`config.mk`:
```
export PLATFORM = sky130hd
export DESIGN_NAME = tagid_frame_decoder
export DESIGN_NICKNAME = d
export VERILOG_FILES = /design/src/rtl/tagid_pkg.sv /design/src/rtl/tagid_marker_window.sv /design/src/rtl/tagid_shift_id.sv /design/src/rtl/tagid_frame_ctrl.sv /design/src/rtl/tagid_frame_decoder.sv
export SDC_FILE = /design/constraint.sdc
export NUM_CORES = 1
export LEC_CHECK = 0
export BUFFER_PORTS_ARGS = -buffer_cell sky130_fd_sc_hd__buf_2
export CAP_MARGIN = 20
export CORE_UTILIZATION = 51
export CTS_CLUSTER_DIAMETER = 100
export CTS_CLUSTER_SIZE = 8
export DETAILED_ROUTE_END_ITERATION = 10
export GPL_TIMING_DRIVEN = 0
export PLACE_DENSITY_LB_ADDON = 0.25
export SLEW_MARGIN = 20
export SYNTH_ARGS = -nofsm -noshare
export SYNTH_HDL_FRONTEND = slang
export SYNTH_HIERARCHICAL = 1
export SYNTH_SLANG_ARGS = --single-unit
```
`constraint.sdc`:
```
create_clock -name clk -period 2.4 [get_ports clk]
set_clock_uncertainty 0.1 [all_clocks]
set_input_delay 0.72 -clock clk [delete_from_list [all_inputs] [get_ports clk]]
set_output_delay 0.72 -clock clk [all_outputs]
set_load 0.01 [all_outputs]
```
`src/rtl/tagid_pkg.sv`:
```
package tagid_pkg;

    localparam int WORD_W    = 32;
    localparam int NUM_WORDS = 3;
    localparam int ID_W      = WORD_W * NUM_WORDS;
    localparam int CARD_W    = 16;
    localparam int CARD_LSB  = 1;
    localparam int CNT_W     = 8;
    localparam int MARK_LEN  = 6;
    localparam logic [MARK_LEN-1:0] MARKER = 6'b111000;

    typedef enum logic [1:0] {
        ST_HUNT    = 2'd0,
        ST_HALF_A  = 2'd1,
        ST_HALF_B  = 2'd2,
        ST_CONFIRM = 2'd3
    } dec_state_t;

    // command from the sequencer to the identifier register
    typedef struct packed {
        logic clear;
        logic shift;
        logic bit_val;
    } id_cmd_t;

    function automatic logic [CNT_W-1:0] sat_inc(input logic [CNT_W-1:0] v);
        return (v == {CNT_W{1'b1}}) ? v : v + 1'b1;
    endfunction

endpackage

```
`src/rtl/tagid_marker_window.sv`:
```
module tagid_marker_window #(
    parameter int MLEN = tagid_pkg::MARK_LEN,
    parameter logic [MLEN-1:0] PATTERN = tagid_pkg::MARKER
) (
    input  logic clk,
    input  logic rst,
    input  logic in_valid,
    input  logic in_bit,
    output logic match_now
);
    // window of the most recent bits, newest in bit 0; cleared to zero so
    // the leading ones of the marker can only come from real stream bits
    logic [MLEN-1:0] win_q;
    logic [MLEN-1:0] win_next;

    assign win_next  = {win_q[MLEN-2:0], in_bit};
    assign match_now = in_valid && (win_next == PATTERN);

    always_ff @(posedge clk) begin
        if (rst)           win_q <= '0;
        else if (in_valid) win_q <= win_next;
    end

    assert_win_hold_R9: assert property (@(posedge clk) disable iff (rst)
        !in_valid |=> $stable(win_q));

endmodule

```
`src/rtl/tagid_shift_id.sv`:
```
module tagid_shift_id #(
    parameter int WORD_W    = tagid_pkg::WORD_W,
    parameter int NUM_WORDS = tagid_pkg::NUM_WORDS,
    parameter int CNT_W     = tagid_pkg::CNT_W,
    localparam int ID_W     = WORD_W * NUM_WORDS
) (
    input  logic                clk,
    input  logic                rst,
    input  tagid_pkg::id_cmd_t  cmd,
    output logic [ID_W-1:0]     id_o,
    output logic [CNT_W-1:0]    cnt_o
);
    // one word per stage; the top bit of each word carries into the next
    for (genvar k = 0; k < NUM_WORDS; k++) begin : g_word
        logic [WORD_W-1:0] wq;
        logic              carry_in;
        if (k == 0) begin : g_first
            assign carry_in = cmd.bit_val;
        end else begin : g_chain
            assign carry_in = id_o[k*WORD_W-1];
        end
        always_ff @(posedge clk) begin
            if (rst || cmd.clear) wq <= '0;
            else if (cmd.shift)   wq <= {wq[WORD_W-2:0], carry_in};
        end
        assign id_o[k*WORD_W +: WORD_W] = wq;
    end

    logic [CNT_W-1:0] cnt_q;
    always_ff @(posedge clk) begin
        if (rst || cmd.clear) cnt_q <= '0;
        else if (cmd.shift)   cnt_q <= tagid_pkg::sat_inc(cnt_q);
    end
    assign cnt_o = cnt_q;

    assert_cnt_sat_R7: assert property (@(posedge clk) disable iff (rst)
        (cmd.shift && !cmd.clear && cnt_q == {CNT_W{1'b1}}) |=> cnt_q == {CNT_W{1'b1}});

    assert_clear_R8: assert property (@(posedge clk) disable iff (rst)
        cmd.clear |=> (cnt_q == '0 && id_o == '0));

endmodule

```
`src/rtl/tagid_frame_ctrl.sv`:
```
module tagid_frame_ctrl
    import tagid_pkg::*;
#(
    parameter int MLEN = MARK_LEN,
    localparam int CONF_BITS = MLEN - 2,
    localparam int CONF_W = (CONF_BITS > 1) ? $clog2(CONF_BITS) : 1
) (
    input  logic    clk,
    input  logic    rst,
    input  logic    in_valid,
    input  logic    in_bit,
    input  logic    match_now,
    output id_cmd_t cmd,
    output logic    report
);
    dec_state_t        state_q, state_d;
    logic              half_q, half_d;
    logic [CONF_W-1:0] conf_q, conf_d;

    always_comb begin
        state_d = state_q;
        half_d  = half_q;
        conf_d  = conf_q;
        cmd     = '0;
        report  = 1'b0;
        if (in_valid) begin
            unique case (state_q)
                ST_HUNT: begin
                    if (match_now) begin
                        cmd.clear = 1'b1;
                        state_d   = ST_HALF_A;
                    end
                end
                ST_HALF_A: begin
                    half_d  = in_bit;
                    state_d = ST_HALF_B;
                end
                ST_HALF_B: begin
                    if (in_bit != half_q) begin
                        cmd.shift   = 1'b1;
                        cmd.bit_val = in_bit;
                        state_d     = ST_HALF_A;
                    end else begin
                        // equal halves: they are the first two bits of a candidate marker
                        conf_d  = '0;
                        state_d = ST_CONFIRM;
                    end
                end
                ST_CONFIRM: begin
                    if (conf_q == CONF_W'(CONF_BITS - 1)) begin
                        cmd.clear = 1'b1;
                        if (match_now) begin
                            report  = 1'b1;
                            state_d = ST_HALF_A;
                        end else begin
                            state_d = ST_HUNT;
                        end
                    end else begin
                        conf_d = conf_q + 1'b1;
                    end
                end
                default: state_d = ST_HUNT;
            endcase
        end
    end

    always_ff @(posedge clk) begin
        if (rst) begin
            state_q <= ST_HUNT;
            half_q  <= 1'b0;
            conf_q  <= '0;
        end else begin
            state_q <= state_d;
            half_q  <= half_d;
            conf_q  <= conf_d;
        end
    end

    assert_report_pulse_R5: assert property (@(posedge clk) disable iff (rst)
        report |=> !report);

    assert_stall_R9: assert property (@(posedge clk) disable iff (rst)
        !in_valid |=> ($stable(state_q) && $stable(half_q) && $stable(conf_q)));

endmodule

```
`src/rtl/tagid_frame_decoder.sv`:
```
module tagid_frame_decoder
    import tagid_pkg::*;
#(
    parameter int P_WORD_W    = WORD_W,
    parameter int P_NUM_WORDS = NUM_WORDS,
    parameter int P_CARD_W    = CARD_W,
    parameter int P_CARD_LSB  = CARD_LSB,
    parameter int P_CNT_W     = CNT_W,
    localparam int P_ID_W     = P_WORD_W * P_NUM_WORDS
) (
    input  logic                 clk,
    input  logic                 rst,
    input  logic                 in_valid,
    input  logic                 in_bit,
    output logic                 frame_valid,
    output logic [P_ID_W-1:0]    tag_id,
    output logic [P_CARD_W-1:0]  card_num,
    output logic [P_CNT_W-1:0]   bit_count
);
    logic              match_now;
    logic              report;
    id_cmd_t           cmd;
    logic [P_ID_W-1:0] id_cur;
    logic [P_CNT_W-1:0] cnt_cur;

    tagid_marker_window #(.MLEN(MARK_LEN), .PATTERN(MARKER)) u_window (
        .clk(clk), .rst(rst), .in_valid(in_valid), .in_bit(in_bit),
        .match_now(match_now)
    );

    tagid_frame_ctrl #(.MLEN(MARK_LEN)) u_ctrl (
        .clk(clk), .rst(rst), .in_valid(in_valid), .in_bit(in_bit),
        .match_now(match_now), .cmd(cmd), .report(report)
    );

    tagid_shift_id #(.WORD_W(P_WORD_W), .NUM_WORDS(P_NUM_WORDS), .CNT_W(P_CNT_W)) u_id (
        .clk(clk), .rst(rst), .cmd(cmd), .id_o(id_cur), .cnt_o(cnt_cur)
    );

    // result registers take the identifier before the clear of the same edge
    always_ff @(posedge clk) begin
        if (rst) begin
            frame_valid <= 1'b0;
            tag_id      <= '0;
            card_num    <= '0;
            bit_count   <= '0;
        end else begin
            frame_valid <= report;
            if (report) begin
                tag_id    <= id_cur;
                card_num  <= id_cur[P_CARD_LSB +: P_CARD_W];
                bit_count <= cnt_cur;
            end
        end
    end

    assert_hold_R5: assert property (@(posedge clk) disable iff (rst)
        !frame_valid |-> ($stable(tag_id) && $stable(card_num) && $stable(bit_count)));

    assert_card_field_R6: assert property (@(posedge clk) disable iff (rst)
        frame_valid |-> card_num == tag_id[P_CARD_LSB +: P_CARD_W]);

endmodule

```
# Word-level counts from Yosys, hierarchy flattened
# Cells that the tools add are included.
# classes
bitwise	1
addsub	2
muxes	17
n_eq_ne	11
reduce_logical	8
# ops
operator	count
two-way mux 2 bit	7
adder 8 x 1 -> 8 bit, second input constant	1
equality test 8 bit, second input constant	1
one-hot mux 2 bit (4 select lines)	1
equality test 2 bit, second input constant	3
equality test 6 bit, second input constant	1
two-way mux 1 bit	6
!= test 2 bit, second input constant	3
one-hot mux 2 bit (2 select lines)	1
AND reduction 2 bit	2
AND reduction 4 bit	1
two-way mux 3 bit	1
AND reduction 3 bit	1
adder 2 x 1 -> 2 bit, second input constant	1
equality test 2 x 1 -> 1 bit, second input constant	1
zero test 2 bit	1
!= test 2 x 1 -> 1 bit, second input constant	1
one-hot mux 1 bit (2 select lines)	1
nonzero test 2 bit	1
logical AND 1 bit	1
logical OR 1 bit	1
!= test 1 bit	1
NOT 1 bit	1
# word_totals
output_inout_bits	121
input_bits	4
register_bits	235

# Logic depth before layout (Yosys ltp)
# logic_depth
depth_word	6
mapped_depth	10
mapped_depth_nobuf	7

# By module
# Netlist, hierarchy kept.
# by_module_without_submodules
mod	cells_per_inst	area_each_um2	n_inst
tagid_frame_decoder	354	3870.0	1
tagid_shift_id	359	3768.6	1
tagid_frame_ctrl	47	416.6	1
tagid_marker_window	19	221.5	1

# Worst setup path before layout
# No wires, ideal clock.
# synth_timing
path_kind	in2reg
startpoint	input in_valid
endpoint	register u_id.g_word[0].wq[0]
required_time_ps	2183
slack_ps	50
arrival_ps	2133
stages	10
n_path_buf	4
cell_sequence	buf_6 > nand2_4 > nor4_4 > a22oi_1 > nor3b_2 > or2_1 > buf_2 > buf_2 > buf_2 > nor2_1
# synth_lines
item	line	rtl
start: declaration	tagid_frame_decoder.sv:13	input logic in_valid,
end signal: assignment	tagid_shift_id.sv:24	else if (cmd.shift) wq <= {wq[WORD_W-2:0], carry_in};
end: declaration	tagid_shift_id.sv:15	logic [WORD_W-1:0] wq;

==> flow_metrics.tcl <==
set metrics [dict create \
    synth_area_mm2 0.00828 \
    port_buffers 123 \
    critPathLaunchType "flop" \
    ios 125 \
    post-cts-setup-buffers 0 \
    power.leakage_nw 3.95 \
    layout_common_cells "219 x dfxtp_1, 207 x mux2i_1, 206 x nor2_1, 136 x buf_2, 31 x clkbuf_16" \
    crit_chain "ha_1 -> a22oi_1 -> nor3b_2 -> or2_1 -> clkbuf_4 -> clkbuf_4 -> buf_2 -> nor2_1" \
    fmax_mhz 449 \
    multi_input_area_mm2 0.00341 \
    synth_mux_area_frac 0.250 \
    cts.htree.levels 1 \
    maxSlewHeadroom 0.664 \
    path_common_cell "clkbuf_4" \
    synth_nets 792 \
    clk_latency_ns 0.54 \
    status "finished, final reports clean" \
    die_area_mm2 0.0167 \
    overflow 0 \
    p_clk_frac 0.495 \
    synth_compound_area_frac 0.0195 \
    slowest_stage "dfxtp_1" \
    cp_data_arrival_time_ns 2.55 \
    final_nets 948 \
    synth_xor_area_frac 0 \
    internal_power_mw 5.92 \
    slew_violations 0 \
    drtAntennaViolNets 0 \
    regArea_mm2 0.00438 \
    grt_first_pass_wirelength_mm 25.8 \
    first_pass_iters 4 \
    fp-row-count 46 \
    die_w_um 129 \
    crit_type "reg2reg" \
    drive_above_1_share 0.228 \
    fill_cells 1354 \
    cts_tree "built" \
    routedWlPerCell_um 13.9 \
    p_total_mw 7.43 \
    layout_commonest_cell "dfxtp_1" \
    power_density_mw_per_mm2 744 \
    grt_pass1_vias 5233 \
    drt_iter0_drc 210 \
    min_period_ns 2.23 \
    fp.dieH_um 129 \
    whs_ns 0.366 \
    grt_start_max_net_pins 17 \
    start_util 0.521 \
    synth_warnings 6 \
    n_antenna_cell 0 \
    fin_util 0.628 \
    finalHoldViolations 0 \
    syn_to_final_growth_pct 20.5 \
    setup_viol 0 \
    numCtsBuffers 31 \
    synth-simple-area-share 0.128 \
    drc 0 \
    crit_path_end_kind "flop" \
    drv_cap 0 \
    gp_congestion 0.744 \
    syn_avg_cell_area_um2 10.6 \
    synth-seq-cells 219 \
    vias 5653 \
    antenna_found_initial 0 \
    power.share.switching 0.203 \
    viasPerCell 4.91 \
    fin_crit_sh 0.928 \
    max-vdd-ir-drop_mv 0.644 \
    placedCellCount 1118 \
    hpwlAfterDp_mm 10.8 \
    clk_path_buf_depth 3 \
    synthAdderAreaFrac 0.0136 \
    setup_tns_ns 0 \
    cts_num_sinks 219 \
    synth.distinct_cells 46 \
    synth_top_family_by_area "multiplexers" \
    synth_cells 779 \
    switchingPower_mw 1.50 \
    tightest_slew_ns 0.504 \
    drt-total-wl_mm 16.0 \
    cts_root_buf "clkbuf_16" \
    worstHoldPathType "reg2reg" \
    required_ns 2.72 \
    rsz0062_at_grt "no" \
    seq_area_frac_synth 0.530 \
    core-area_mm2 0.0159 \
    slowest_delay_ns 0.44 \
    clk_pin_slew_worst_paths_ns 0.05 \
    path_max_fanout 10 \
    combPwrFrac 0.013 \
    grtUsageTotal 0.191 \
    finalNonFillerCells 1151 \
    p_seq_frac 0.491 \
]
-- repair_timing --
action / 4_1_cts / 5_1_grt
setup endpoints to repair: 0 / 31
resized for setup: 0 / 6
hold buffers: 0 / 0
-- synthesized netlist by cell type (all sizes together) --
master / instances / share of area
nor4: 2 / 0.0033
ha: 9 / 0.014
or2: 1 / 0.00076
o2111ai: 1 / 0.0011
nor3b: 2 / 0.0024
a221oi: 1 / 0.0011
nand2b: 3 / 0.0023
mux2i: 207 / 0.25
or3: 2 / 0.0015
inv: 5 / 0.0023
or4: 1 / 0.00091
nand3: 3 / 0.0018
and4: 4 / 0.0042
a32o: 1 / 0.0012
a211oi: 2 / 0.0018
nor2: 206 / 0.093
nand3b: 1 / 0.00091
nand2: 14 / 0.0073
nand4: 3 / 0.0030
nor3: 2 / 0.0012
a21boi: 1 / 0.00091
dfxtp: 219 / 0.53
a31oi: 1 / 0.00076
a21bo: 1 / 0.0012
nor2b: 1 / 0.00076
or4b: 1 / 0.0012
o21ai: 5 / 0.0030
and3: 4 / 0.0032
buf: 56 / 0.052
a2111o: 1 / 0.0014
o21bai: 1 / 0.00091
a21oi: 8 / 0.0053
a22oi: 1 / 0.00091
clkbuf: 9 / 0.0041
-- critical path: cells and delay by family, from the launching register on --
family                   cells  cell delay (ns)
buffers and inverters        3             0.69
adder cells (fa/ha/maj)      1             0.32
AO/OA/AOI/OAI                1             0.14
flip-flops                   1             0.44
AND/OR/NAND/NOR              3             0.42
-- layout make-up --
cell class              count  area share
well taps                 216      0.0271
clock buffers              31      0.0778
flip-flops and latches    219       0.439
multi-input cells         490       0.341
inverters                   5     0.00188
repair buffers            123      0.0617
plain buffers              65      0.0479
clock inverters             2     0.00276
-- flip-flops by register name, indices dropped and copies added, names as in the netlist --
name	count
u_ctrl/conf_q	2
tag_id	96
u_window/win_q	5
u_ctrl/half_q	1
u_id/g_word.wq	96
bit_count	8
u_id/cnt_o	8
u_ctrl/state_q	2
frame_valid	1
-- path summary, 6_finish.rpt --
check / from / endpoint / slack, ns / cells after the start
worst max-delay path: u_ctrl/state_q[1]$_SDFFE_PP0P_ / u_id/g_word[0].wq[13]$_SDFFE_PP0P_ / 0.17 / 8
worst min-delay path: u_ctrl/half_q$_SDFFE_PP0P_ / u_ctrl/half_q$_SDFFE_PP0P_ / 0.37 / 2
worst max register to register: u_ctrl/state_q[1]$_SDFFE_PP0P_ / u_id/g_word[0].wq[13]$_SDFFE_PP0P_ / 0.17 / 8
worst min register to register: u_ctrl/half_q$_SDFFE_PP0P_ / u_ctrl/half_q$_SDFFE_PP0P_ / 0.37 / 2
-- per-stage QoR --
step | setup slack (ns) | area [µm²]
after global placement | -0.351 | 9160
after CTS | 0.0527 | 9970
final | 0.172 | 9980
after floorplan | 0.0497 | 8280
after detailed placement | -0.383 | 9160
after global routing | 0.00201 | 9980
-- kinds of logic (layout without fill, tap and decap cells) --
logic type	count (synthesis)	count (layout)
flops	219	219
simple gates	250	250
mux	207	207
fa+ha+maj	9	9
compound gates	24	24
buf+inv	70	226
-- layer usage --
layer  global-route usage  share of wire  vias up
li1                     -              -     2907
met1                0.245           0.47     2612
met2                0.323           0.47      104
met3               0.0429          0.046       30
met4               0.0519          0.020        0
met5                    0              0        -
-- power groups by stage --
stage / combinational [mW] / clock (mW) / sequential (mW)
floorplan: 0.0637 / 0 / 3.72
global placement: 0.0977 / 0 / 3.72
detailed placement: 0.0984 / 0 / 3.72
CTS: 0.0986 / 3.77 / 3.65
global route: 0.108 / 3.93 / 3.64
finish: 0.0978 / 3.68 / 3.65
No activity file was read; power rests on OpenSTA's default activity.
